File: src/rtl/wdt_pkg.sv
package wdt_pkg;
    localparam logic [31:0] UNLOCK_KEY = 32'h1ACC_E551;

    localparam logic [7:0] OFS_LOAD  = 8'h00;
    localparam logic [7:0] OFS_COUNT = 8'h04;
    localparam logic [7:0] OFS_CTRL  = 8'h08;
    localparam logic [7:0] OFS_ICLR  = 8'h0C;
    localparam logic [7:0] OFS_RAW   = 8'h10;
    localparam logic [7:0] OFS_MASK  = 8'h14;
    localparam logic [7:0] OFS_LOCK  = 8'h40;

    typedef enum logic [1:0] {
        ST_IDLE  = 2'd0,
        ST_ARM   = 2'd1,
        ST_COUNT = 2'd2,
        ST_HALT  = 2'd3
    } wdt_state_e;
endpackage

File: src/rtl/wdt_regs.sv
module wdt_regs
    import wdt_pkg::*;
#(
    parameter int DATA_W = 32,
    parameter int ADDR_W = 8
) (
    input  logic              clk,
    input  logic              rst_n,
    input  logic              psel,
    input  logic              penable,
    input  logic              pwrite,
    input  logic [ADDR_W-1:0] paddr,
    input  logic [DATA_W-1:0] pwdata,
    input  logic [DATA_W-1:0] cnt,
    input  logic              raw_irq,
    output logic [DATA_W-1:0] prdata,
    output logic [DATA_W-1:0] load_q,
    output logic              inten_q,
    output logic              resen_q,
    output logic              load_wr,
    output logic              clr_wr,
    output logic              wr_any
);
    logic open_q;
    logic wr_ok;
    logic [7:0] ofs;

    assign ofs     = 8'(paddr);
    assign wr_any  = psel && penable && pwrite;
    assign wr_ok   = wr_any && open_q;
    assign load_wr = wr_ok && (ofs == OFS_LOAD);
    assign clr_wr  = wr_ok && (ofs == OFS_ICLR);

    always_ff @(posedge clk or negedge rst_n) begin
        if (!rst_n) begin
            open_q  <= 1'b1;
            load_q  <= '1;
            inten_q <= 1'b0;
            resen_q <= 1'b0;
        end else begin
            if (wr_any && ofs == OFS_LOCK)
                open_q <= (pwdata[31:0] == UNLOCK_KEY);
            if (load_wr)
                load_q <= pwdata;
            if (wr_ok && ofs == OFS_CTRL) begin
                inten_q <= pwdata[0];
                resen_q <= pwdata[1];
            end
        end
    end

    always_comb begin
        prdata = '0;
        unique case (ofs)
            OFS_LOAD:  prdata = load_q;
            OFS_COUNT: prdata = cnt;
            OFS_CTRL:  prdata[1:0] = {resen_q, inten_q};
            OFS_RAW:   prdata[0] = raw_irq;
            OFS_MASK:  prdata[0] = raw_irq && inten_q;
            OFS_LOCK:  prdata[0] = !open_q;
            default:   prdata = '0;
        endcase
    end
endmodule

File: src/rtl/wdt_core.sv
module wdt_core
    import wdt_pkg::*;
#(
    parameter int CNT_W = 32
) (
    input  logic             clk,
    input  logic             rst_n,
    input  logic             tick_en,
    input  logic             inten,
    input  logic             resen,
    input  logic [CNT_W-1:0] load_val,
    input  logic [CNT_W-1:0] load_new,
    input  logic             load_wr,
    input  logic             clr_wr,
    output logic [CNT_W-1:0] cnt_q,
    output logic             raw_q,
    output logic             rst_q
);
    localparam logic [CNT_W-1:0] CNT_ONE = CNT_W'(1);

    wdt_state_e       state_q, state_d;
    logic [CNT_W-1:0] cnt_d;
    logic             raw_d, rst_d;

    always_ff @(posedge clk or negedge rst_n) begin
        if (!rst_n) begin
            state_q <= ST_IDLE;
            cnt_q   <= '1;
            raw_q   <= 1'b0;
            rst_q   <= 1'b0;
        end else begin
            state_q <= state_d;
            cnt_q   <= cnt_d;
            raw_q   <= raw_d;
            rst_q   <= rst_d;
        end
    end

    always_comb begin
        state_d = state_q;
        cnt_d   = cnt_q;
        raw_d   = raw_q;
        rst_d   = rst_q;
        if (clr_wr && state_q != ST_HALT)
            raw_d = 1'b0;
        unique case (state_q)
            ST_IDLE: begin
                if (inten)
                    state_d = ST_ARM;
            end
            ST_ARM: begin
                if (!inten)
                    state_d = ST_IDLE;
                else if (tick_en) begin
                    cnt_d   = load_val;
                    state_d = ST_COUNT;
                end
            end
            ST_COUNT: begin
                if (!inten)
                    state_d = ST_IDLE;
                else if (load_wr)
                    cnt_d = load_new;
                else if (clr_wr)
                    cnt_d = load_val;
                else if (tick_en) begin
                    if (cnt_q == '0)
                        cnt_d = load_val;
                    else begin
                        cnt_d = cnt_q - CNT_ONE;
                        if (cnt_q == CNT_ONE) begin
                            if (raw_q && resen) begin
                                rst_d   = 1'b1;
                                state_d = ST_HALT;
                            end else
                                raw_d = 1'b1;
                        end
                    end
                end
            end
            ST_HALT: begin
                state_d = ST_HALT;
            end
            default: state_d = ST_IDLE;
        endcase
    end
endmodule

File: src/rtl/wdt_apb.sv
module wdt_apb #(
    parameter int DATA_W = 32,
    parameter int ADDR_W = 8
) (
    input  logic              clk,
    input  logic              rst_n,
    input  logic              psel,
    input  logic              penable,
    input  logic              pwrite,
    input  logic [ADDR_W-1:0] paddr,
    input  logic [DATA_W-1:0] pwdata,
    output logic [DATA_W-1:0] prdata,
    output logic              pready,
    input  logic              tick_en,
    output logic              irq_o,
    output logic              sys_rst_o
);
    logic [DATA_W-1:0] cnt_w, load_w;
    logic raw_w, inten_w, resen_w, load_wr_w, clr_wr_w, wr_any_w;

    assign pready = 1'b1;

    wdt_regs #(.DATA_W(DATA_W), .ADDR_W(ADDR_W)) regs_i (
        .clk(clk), .rst_n(rst_n), .psel(psel), .penable(penable),
        .pwrite(pwrite), .paddr(paddr), .pwdata(pwdata),
        .cnt(cnt_w), .raw_irq(raw_w), .prdata(prdata),
        .load_q(load_w), .inten_q(inten_w), .resen_q(resen_w),
        .load_wr(load_wr_w), .clr_wr(clr_wr_w), .wr_any(wr_any_w)
    );

    wdt_core #(.CNT_W(DATA_W)) core_i (
        .clk(clk), .rst_n(rst_n), .tick_en(tick_en),
        .inten(inten_w), .resen(resen_w), .load_val(load_w),
        .load_new(pwdata), .load_wr(load_wr_w), .clr_wr(clr_wr_w),
        .cnt_q(cnt_w), .raw_q(raw_w), .rst_q(sys_rst_o)
    );

    assign irq_o = raw_w && inten_w;
endmodule

File: config.mk
export PLATFORM = sky130hd
export DESIGN_NAME = wdt_apb
export DESIGN_NICKNAME = d
export VERILOG_FILES = /design/src/rtl/wdt_pkg.sv /design/src/rtl/wdt_regs.sv /design/src/rtl/wdt_core.sv /design/src/rtl/wdt_apb.sv
export SDC_FILE = /design/constraint.sdc
export NUM_CORES = 1
export LEC_CHECK = 0
export ABC_AREA = 0
export BUFFER_PORTS_ARGS = -buffer_cell sky130_fd_sc_hd__buf_2
export CORE_ASPECT_RATIO = 0.6
export CORE_MARGIN = 4
export CORE_UTILIZATION = 60
export DETAILED_ROUTE_END_ITERATION = 6
export GPL_ROUTABILITY_DRIVEN = 0
export PLACE_DENSITY = 0.84
export RECOVER_POWER = 100
export SLEW_MARGIN = 15
export SYNTH_ARGS = -nofsm -noshare
export SYNTH_HDL_FRONTEND = slang
export SYNTH_SLANG_ARGS = --single-unit
File: constraint.sdc
create_clock -name clk -period 4.1 [get_ports clk]
set_clock_uncertainty 0.1 [all_clocks]
set_input_delay 0.615 -clock clk [delete_from_list [all_inputs] [get_ports clk]]
set_output_delay 0.615 -clock clk [all_outputs]
set_load 0.02 [all_outputs]
### Word-level counts from Yosys, hierarchy flattened

Cells that the tools add are included.

* logic and storage cells: 85
* latch bits: 0
* output and inout bits: 35
* input port bits: 46
* bits in registers: 71
* bits in read-only memories: 0
* memory bits (writable): 0
* memories kept: 0

* bitwise gates (word level): 3
* reduce and logical (&&, ||, !) cells: 18
* equal/unequal tests: 24
* magnitude comparators: 0
* muxes and demuxes: 31
* add/sub/neg operators: 1
* shift-type cells: 0
* multiply operators: 0
* div/mod/pow operators: 0

Operators with widths (number)
* 32-bit 2-to-1 mux: 7
* 32-bit one-hot mux with 2 select lines: 1
* 30-bit one-hot mux with 2 select lines: 1
* 32-bit by 1-bit == test with 1-bit output, second input constant: 1
* 32-bit by 29-bit == test with 1-bit output, second input constant: 1
* 32-bit logical NOT: 1
* 32-bit by 1-bit subtractor with 32-bit output, second input constant: 1
* 2-bit 2-to-1 mux: 10
* 8-bit by 4-bit == test with 1-bit output, second input constant: 2
* 8-bit by 5-bit == test with 1-bit output, second input constant: 2
* 8-bit AND reduction: 2
* 3-bit != test, second input constant: 5
* 1-bit logical AND: 10
* 2-bit != test, second input constant: 5
* 1-bit 2-to-1 mux: 9
* 8-bit by 3-bit == test with 1-bit output, second input constant: 1
* 8-bit by 7-bit == test with 1-bit output, second input constant: 1
* 8-bit logical NOT: 1
* 2-bit one-hot mux with 4 select lines: 1
* 3-bit by 2-bit != test with 1-bit output, second input constant: 2
* 1-bit one-hot mux with 6 select lines: 1
* 5-bit AND reduction: 1
* 2-bit == test, second input constant: 2
* 4-bit by 2-bit != test with 1-bit output, second input constant: 1
* other kinds (6): 8

### Longest topological paths before layout

Gate-level depths: netlist (run 1).

* word-level depth: 14
* mapped depth: 9
* depth with buffers taken out: 8

### Modules after synthesis

A second synthesis (run 1) with hierarchy kept.

* cells, all modules: 544
* area, all modules: 5208.7 um^2

Modules (own cells, without submodules)
* wdt_core: area each 3111.7 um^2, cells each 389, instances 1, sequential area each 940.9 um^2
* wdt_regs: area each 2079.5 um^2, cells each 152, instances 1, sequential area each 917.1 um^2
* wdt_apb: area each 17.5 um^2, cells each 3, instances 1, sequential area each 0.0 um^2

### Worst setup path after synthesis (run 1)

Ideal clock, no wire load.

* path kind: in2out
* start: in paddr[1]
* end: out prdata[10]
* data required time: 3.385 ns
* path slack: 1.235 ns
* data arrival time: 2.150 ns
* stages: 4
* buffers on the path: 1
* path through: or4_4 nor3_1 clkbuf_1 a22o_1

* cells in the longest elaborated chain, start to end: 2
* elaborated cells between the ends (all ways): 3
* those cells by class: eq/ne: 1; mux: 1; reduce/logical: 1

RTL lines
* from (decl): line wdt_apb.sv:10 `input logic [ADDR_W-1:0] paddr,`
* 8-bit by 3-bit == test with 1-bit output / 8-bit logical NOT (equally long branches): line wdt_regs.sv:54 `unique case (ofs)`
* 30-bit one-hot mux with 2 select lines (*): line wdt_regs.sv:54
* to (decl): line wdt_apb.sv:12 `output logic [DATA_W-1:0] prdata,`

Mark *: on every way between the ends. The rest lies on a longest branch, timed or not.

### Final worst setup path (run 1)

* start: in pwrite
* end: reg core_i.cnt_q[12]

* cells in the longest elaborated chain, start to end: 7
* elaborated cells between the ends (all ways): 10
* those cells by class: eq/ne: 1; mux: 4; reduce/logical: 5

RTL lines
* from (decl): line wdt_apb.sv:9 `input logic pwrite,`
* 1-bit logical AND (*): line wdt_regs.sv:29 `assign wr_any = psel && penable && pwrite;`
* 1-bit logical AND (*): line wdt_regs.sv:30 `assign wr_ok = wr_any && open_q;`
* 1-bit logical AND: line wdt_regs.sv:32 `assign clr_wr = wr_ok && (ofs == OFS_ICLR);`
* 32-bit 2-to-1 mux: line wdt_core.sv:64 `else if (clr_wr)`
* 32-bit 2-to-1 mux: line wdt_core.sv:62 `else if (load_wr)`
* 32-bit 2-to-1 mux: line wdt_core.sv:60 `if (!inten)`
* 32-bit one-hot mux with 2 select lines: line wdt_core.sv:46 `unique case (state_q)`
* to (signal assigned): line wdt_core.sv:33 `cnt_q <= cnt_d;`
* to (decl): line wdt_core.sv:15 `output logic [CNT_W-1:0] cnt_q,`

Mark *: on every way between the ends. The rest lies on a longest branch, timed or not. The select of a mux whose other input is x is not followed.
A chain may end at the register's enable or synchronous reset.

==> results of run 1 <==
-- synthesized netlist by cell type (all sizes together), types with 6 or more instances --
| library cell | instances |
|---|---|
| nand2 | 123 |
| dfstp | 65 |
| nor2 | 51 |
| a22o | 40 |
| a21oi | 33 |
| buf | 22 |
| o21ai | 20 |
| clkbuf | 19 |
| nor3 | 19 |
| nor4 | 17 |
| a31oi | 16 |
| nand3 | 14 |
| nand4 | 14 |
| xor2 | 14 |
| xnor2 | 11 |
| or4 | 9 |
| inv | 7 |
| dfrtp | 6 |
-- state kept, by name (all words and copies together), names as in the netlist --
register        cells
regs_i.open_q       1
core_i.rst_q        1
regs_i.resen_q      1
core_i.raw_q        1
core_i.state_q      2
core_i.cnt_q       32
regs_i.inten_q      1
regs_i.load_q      32
-- per-stage QoR --
step           cells  power (mW)
6_report         773        1.49
5_1_grt          773        1.53
4_1_cts          773        1.50
3_5_place_dp     757       0.779
3_3_place_gp     757       0.777
2_1_floorplan    595       0.731
-- worst max-delay path by stage --
stage               slack [ns]      from          endpoint  cells after the start
global route              0.43  paddr[1]        prdata[14]                      7
detailed placement        1.03  paddr[1]        prdata[14]                      7
floorplan                 1.24  paddr[1]        prdata[10]                      4
finish                    0.57    pwrite  core_i.cnt_q[12]                      8
global placement          1.08  paddr[1]        prdata[14]                      7
CTS                       1.00  paddr[1]        prdata[14]                      7
-- power breakdown --
part           switching (mW)  internal (mW)
Clock                   0.297          0.426
Combinational          0.0420         0.0221
Sequential                  0          0.704
-- logic make-up after synthesis --
group                      after synthesis  synth area share
and+or+nand+nor                        288             0.298
adders and majority gates                2           0.00493
xor gates and xnor gates                25            0.0432
AOI/OAI and AO/OA                      157             0.222
muxes                                    3           0.00641
DFF                                     71             0.366
buffers and inverters                   48            0.0584
other                                    1          0.000739
-- final cells by class --
cell class	instances	area [um^2]	share of cell area
Inverter	7	26.3	0.00464
Clock inverter	1	5.00	0.000884
Clock buffer	15	258	0.0455
Timing Repair Buffer	95	463	0.0818
Tap cell	108	135	0.0239
Sequential cell	71	1860	0.328
Multi-Input combinational cell	476	2920	0.515
-- routing by layer --
metal | global-route usage | part of all wire | vias to the layer above
met5 | 0 | 0 | -
met4 | 0.138 | 0.025 | 0
met3 | 0.117 | 0.14 | 55
met2 | 0.458 | 0.42 | 419
met1 | 0.460 | 0.42 | 2491
li1 | - | - | 2321
==> flow_metrics.env, run 1 <==
export IMPL_core_area_mm2=0.00804
export IMPL_root_buffer="clkbuf_16"
export IMPL_vias=5286
export IMPL_rsz0062_at_grt="false"
export IMPL_cap_violations=2
export IMPL_synthTopCellsByArea="dfstp_2, nand2_1, a22o_1"
export IMPL_syn_area_per_cell_um2=8.53
export IMPL_min_to="core_i.rst_q"
export IMPL_r2r_start="regs_i.open_q"
export IMPL_cpPeakStageDelay_ns=1.26
export IMPL_placed_area_mm2=0.00548
export IMPL_powerDensity_mw_per_mm2=264
export IMPL_finalSetupViolations=0
export IMPL_initial_utilization=0.631
export IMPL_crit_buf_inv=2
export IMPL_final_layout_size_suffix_gt1_frac=0.244
export IMPL_final_util=0.704
export IMPL_detail_route_antenna_nets=0
export IMPL_crit_family="buffers and inverters"
export IMPL_ir_worst_vdd_mv=0.166
export IMPL_min_path_cells=1
export IMPL_r2r_slack_ns=0.62
export IMPL_cts_max_level=3
export IMPL_holdWs_ns=0.349
export IMPL_mostFrequentLayoutCells="nand2_1, dfstp_2, nor2_1"
export IMPL_tightest_slew_ns=2.13
export IMPL_cp_data_arrival_time_ns=3.70
export IMPL_ys_seq_area_frac=0.366
export IMPL_nets=708
export IMPL_leakagePower_nw=2.39
export IMPL_dpl_hpwl_mm=11.4
export IMPL_rows=25
export IMPL_antenna_found_initial=0
export IMPL_fp_dieW_um=127
export IMPL_grt_overflow_total=0
export IMPL_min_path_type="flip-flop to flip-flop"
export IMPL_r2r_end="core_i.cnt_q[12]"
export IMPL_fin_crit_ns=3.53
export IMPL_grt_pass1_vias=5034
export IMPL_drt_iter0_drc=724
export IMPL_yosysTopAreaCell="dfstp_2"
export IMPL_cts_setup_buffers=0
export IMPL_die_area_mm2=0.0100
export IMPL_reg2reg_depth=7
export IMPL_wl_per_cell_um=21.2
export IMPL_area_growth_pct=11.6
export IMPL_synth_top_area_frac=0.337
export IMPL_min_from="core_i.rst_q"
export IMPL_synth_fp_nets=643
export IMPL_wirelength_mm=16.4
export IMPL_viasPerCell=6.84
export IMPL_synth_warnings=0
export IMPL_cts_buffers=9
export IMPL_cp_cell_sequence="clkbuf_1, and4_1, nand4_1, clkbuf_1, nand4_1, a31oi_1, a22oi_1, o21ai_0"
export IMPL_place_ws_ns=1.03
export IMPL_drtPass1Iterations=5
export IMPL_grt_usage=0.329
export IMPL_boundaryPins=81
export IMPL_syn_inst=595
export IMPL_status="complete, but fails checks"
export IMPL_post_route_cell_area_mm2=0.00566
export IMPL_cp_max_fo=31
export IMPL_critPathCaptureType="flip-flop"
export IMPL_grt_pass1_wl_mm=26.0
export IMPL_slowest_stage="clkbuf_1"
export IMPL_clock_sinks=71
export IMPL_crit_type="primary input to flip-flop"
export IMPL_cts_resized=0
export IMPL_fmax_ghz=0.283
export IMPL_cp_required_ns=4.27
export IMPL_final_setup_tns_ns=0
export IMPL_start_kind="primary input"
export IMPL_drc_errors=0
export IMPL_postLayoutSetupSlackWorst_ns=0.569
export IMPL_die_h_um=79.2
export IMPL_yosys_register_bits=71
export IMPL_synth_edff_count=0
export IMPL_cts_tree="done"
export IMPL_antenna_cells=0
export IMPL_slew_violations=72
export IMPL_nFillCells=649
export IMPL_violations="max-capacitance violations, max-slew violations"
export IMPL_netlist_area_mm2=0.00507
export IMPL_async_reset_ff_frac=1.00
export IMPL_post_route_period_util=0.861
export IMPL_io_buffers=79
export IMPL_mostFrequentLayoutCell="nand2_1"
export IMPL_synth_flop_cell="dfstp_2"
export IMPL_cts_hold_buf=0
export IMPL_grt_max_degree=40
export IMPL_cts_buffer_depth=2
export IMPL_slew_headroom=-0.423
export IMPL_ys_types=75
export IMPL_hold_viol=0
export IMPL_cts_reportedPaths_clkPinSlew_ns=0.05
export IMPL_insertion_delay_ns=0.35
No activity file was read; power rests on OpenSTA's default activity.
==> run 2: changes to the inputs <==
CORE_UTILIZATION = 58   (was 60)
PLACE_DENSITY = 0.81   (was 0.84)
clock period = 3.6 ns   (was 4.1 ns; I/O delays follow)
==> run 2 against run 1 <==
- the run still ends with max-capacitance violations, max-slew violations left
- non-clock buffer count is the same
- power grew 15%
- sequential share of layout area shrank 0.065 points
- register-to-register slack lost 0.31 ns
- critical endpoint is now core_i.cnt_q[23]
- largest cell class unchanged
- highest routed layer unchanged
==> flow_metrics.env, run 2 (synthesis results as in run 1) <==
export IMPL_status="complete, but fails checks"
export IMPL_violations="max-capacitance violations, max-slew violations"
export IMPL_cts_buffers=9
export IMPL_reg2reg_depth=6
export IMPL_holdWs_ns=0.306
export IMPL_antenna_found_initial=0
export IMPL_slew_violations=38
export IMPL_place_ws_ns=0.694
export IMPL_nets=708
export IMPL_min_path_cells=3
export IMPL_grt_usage=0.326
export IMPL_insertion_delay_ns=0.34
export IMPL_drtPass1Iterations=5
export IMPL_die_h_um=80.4
export IMPL_wl_per_cell_um=20.8
export IMPL_detail_route_antenna_nets=0
export IMPL_tightest_slew_ns=1.98
export IMPL_grt_pass1_vias=5048
export IMPL_powerDensity_mw_per_mm2=302
export IMPL_rsz0062_at_grt="false"
export IMPL_area_growth_pct=11.8
export IMPL_clock_sinks=71
export IMPL_ir_worst_vdd_mv=0.246
export IMPL_leakagePower_nw=2.38
export IMPL_rows=26
export IMPL_grt_overflow_total=0
export IMPL_io_buffers=79
export IMPL_slew_headroom=-0.320
export IMPL_mostFrequentLayoutCell="nand2_1"
export IMPL_cts_reportedPaths_clkPinSlew_ns=0.05
export IMPL_antenna_cells=0
export IMPL_wirelength_mm=16.2
export IMPL_min_path_type="primary input to flip-flop"
export IMPL_dpl_hpwl_mm=11.4
export IMPL_cap_violations=1
export IMPL_finalSetupViolations=0
export IMPL_post_route_period_util=0.915
export IMPL_viasPerCell=6.72
export IMPL_grt_pass1_wl_mm=26.1
export IMPL_nFillCells=746
export IMPL_drt_iter0_drc=620
export IMPL_postLayoutSetupSlackWorst_ns=0.306
export IMPL_cp_max_fo=7
export IMPL_top_regs="core_i.cnt_q x32, regs_i.load_q x32, core_i.state_q x2"
export IMPL_fin_crit_ns=3.29
export IMPL_fmax_ghz=0.304
export IMPL_crit_type="flip-flop to flip-flop"
export IMPL_mostFrequentLayoutCells="nand2_1, dfstp_2, nor2_1"
export IMPL_cts_buffer_depth=2
export IMPL_grt_max_degree=38
export IMPL_final_setup_tns_ns=0
export IMPL_boundaryPins=81
export IMPL_final_layout_size_suffix_gt1_frac=0.247
export IMPL_cts_hold_buf=0
export IMPL_cts_setup_buffers=0
export IMPL_core_area_mm2=0.00852
export IMPL_drc_errors=0
export IMPL_hold_viol=0
export IMPL_critPathCaptureType="flip-flop"
export IMPL_initial_utilization=0.595
export IMPL_fp_dieW_um=129
export IMPL_cp_required_ns=3.76
export IMPL_cts_tree="done"
export IMPL_cts_max_level=3
export IMPL_vias=5224
export IMPL_cts_resized=0
export IMPL_root_buffer="clkbuf_16"
export IMPL_cp_data_arrival_time_ns=3.46
export IMPL_placed_area_mm2=0.00549
export IMPL_die_area_mm2=0.0104
export IMPL_post_route_cell_area_mm2=0.00567
export IMPL_start_kind="flip-flop"
run 2: cell count changes in the layout (fill, tap and decap cells not counted), sizes merged:
| cell | before | now |
|---|---|---|
| clkbuf | 52 | 53 |
| buf | 58 | 57 |
run 2: worst paths after layout:
path	startpoint	endpoint	slack (ns)
max in group asynchronous	rst_n	core_i.cnt_q[13]	1.07
setup reg to reg	core_i.cnt_q[10]	core_i.cnt_q[23]	0.31
hold / removal	pwdata[25]	regs_i.load_q[25]	0.31
hold reg to reg	core_i.rst_q	core_i.rst_q	0.36
min in group asynchronous	rst_n	core_i.state_q[0]	0.65
setup / recovery	core_i.cnt_q[10]	core_i.cnt_q[23]	0.31
run 2: final cells by class:
cell class / instances / area [um^2] / area share
multi-input cells: 476 / 2910 / 0.514
flip-flops and latches: 71 / 1860 / 0.328
repair buffers: 95 / 462 / 0.0814
clock buffers: 15 / 268 / 0.0472
well taps: 112 / 140 / 0.0247
inverters: 7 / 26.3 / 0.00463
clock inverters: 1 / 5.00 / 0.000882
run 2: metrics by stage:
| step | std cells | power, mW | util |
|---|---|---|---|
| 2_1_floorplan | 595 | 0.833 | - |
| 3_3_place_gp | 761 | 0.886 | 0.644 |
| 3_5_place_dp | 761 | 0.888 | 0.644 |
| 4_1_cts | 777 | 1.72 | 0.676 |
| 5_1_grt | 777 | 1.76 | 0.665 |
| 6_report | 777 | 1.71 | 0.665 |
run 2: worst max-delay path: stages, from the launching register on:
cell and delay, ns:
dfstp_1 0.46, or4_1 0.63, nor4b_1 1.08, nand2_2 0.27, o21ai_1 0.18, o21ai_0 0.11
a221o_1 0.39
run 2: routing by layer:
metal  wire length [um]  vias to the layer above  GRT usage
met3               2100                       51     0.0983
met1               6910                     2470      0.463
met4                420                        0      0.128
met2               6750                      382      0.461
li1                   -                     2321          -
met5                  0                        -          0
run 2: report_power, final:
part / internal, mW / switching [mW]
Combinational: 0.0255 / 0.0485
Clock: 0.504 / 0.331
Sequential: 0.802 / 0
Total: 1.33 / 0.380
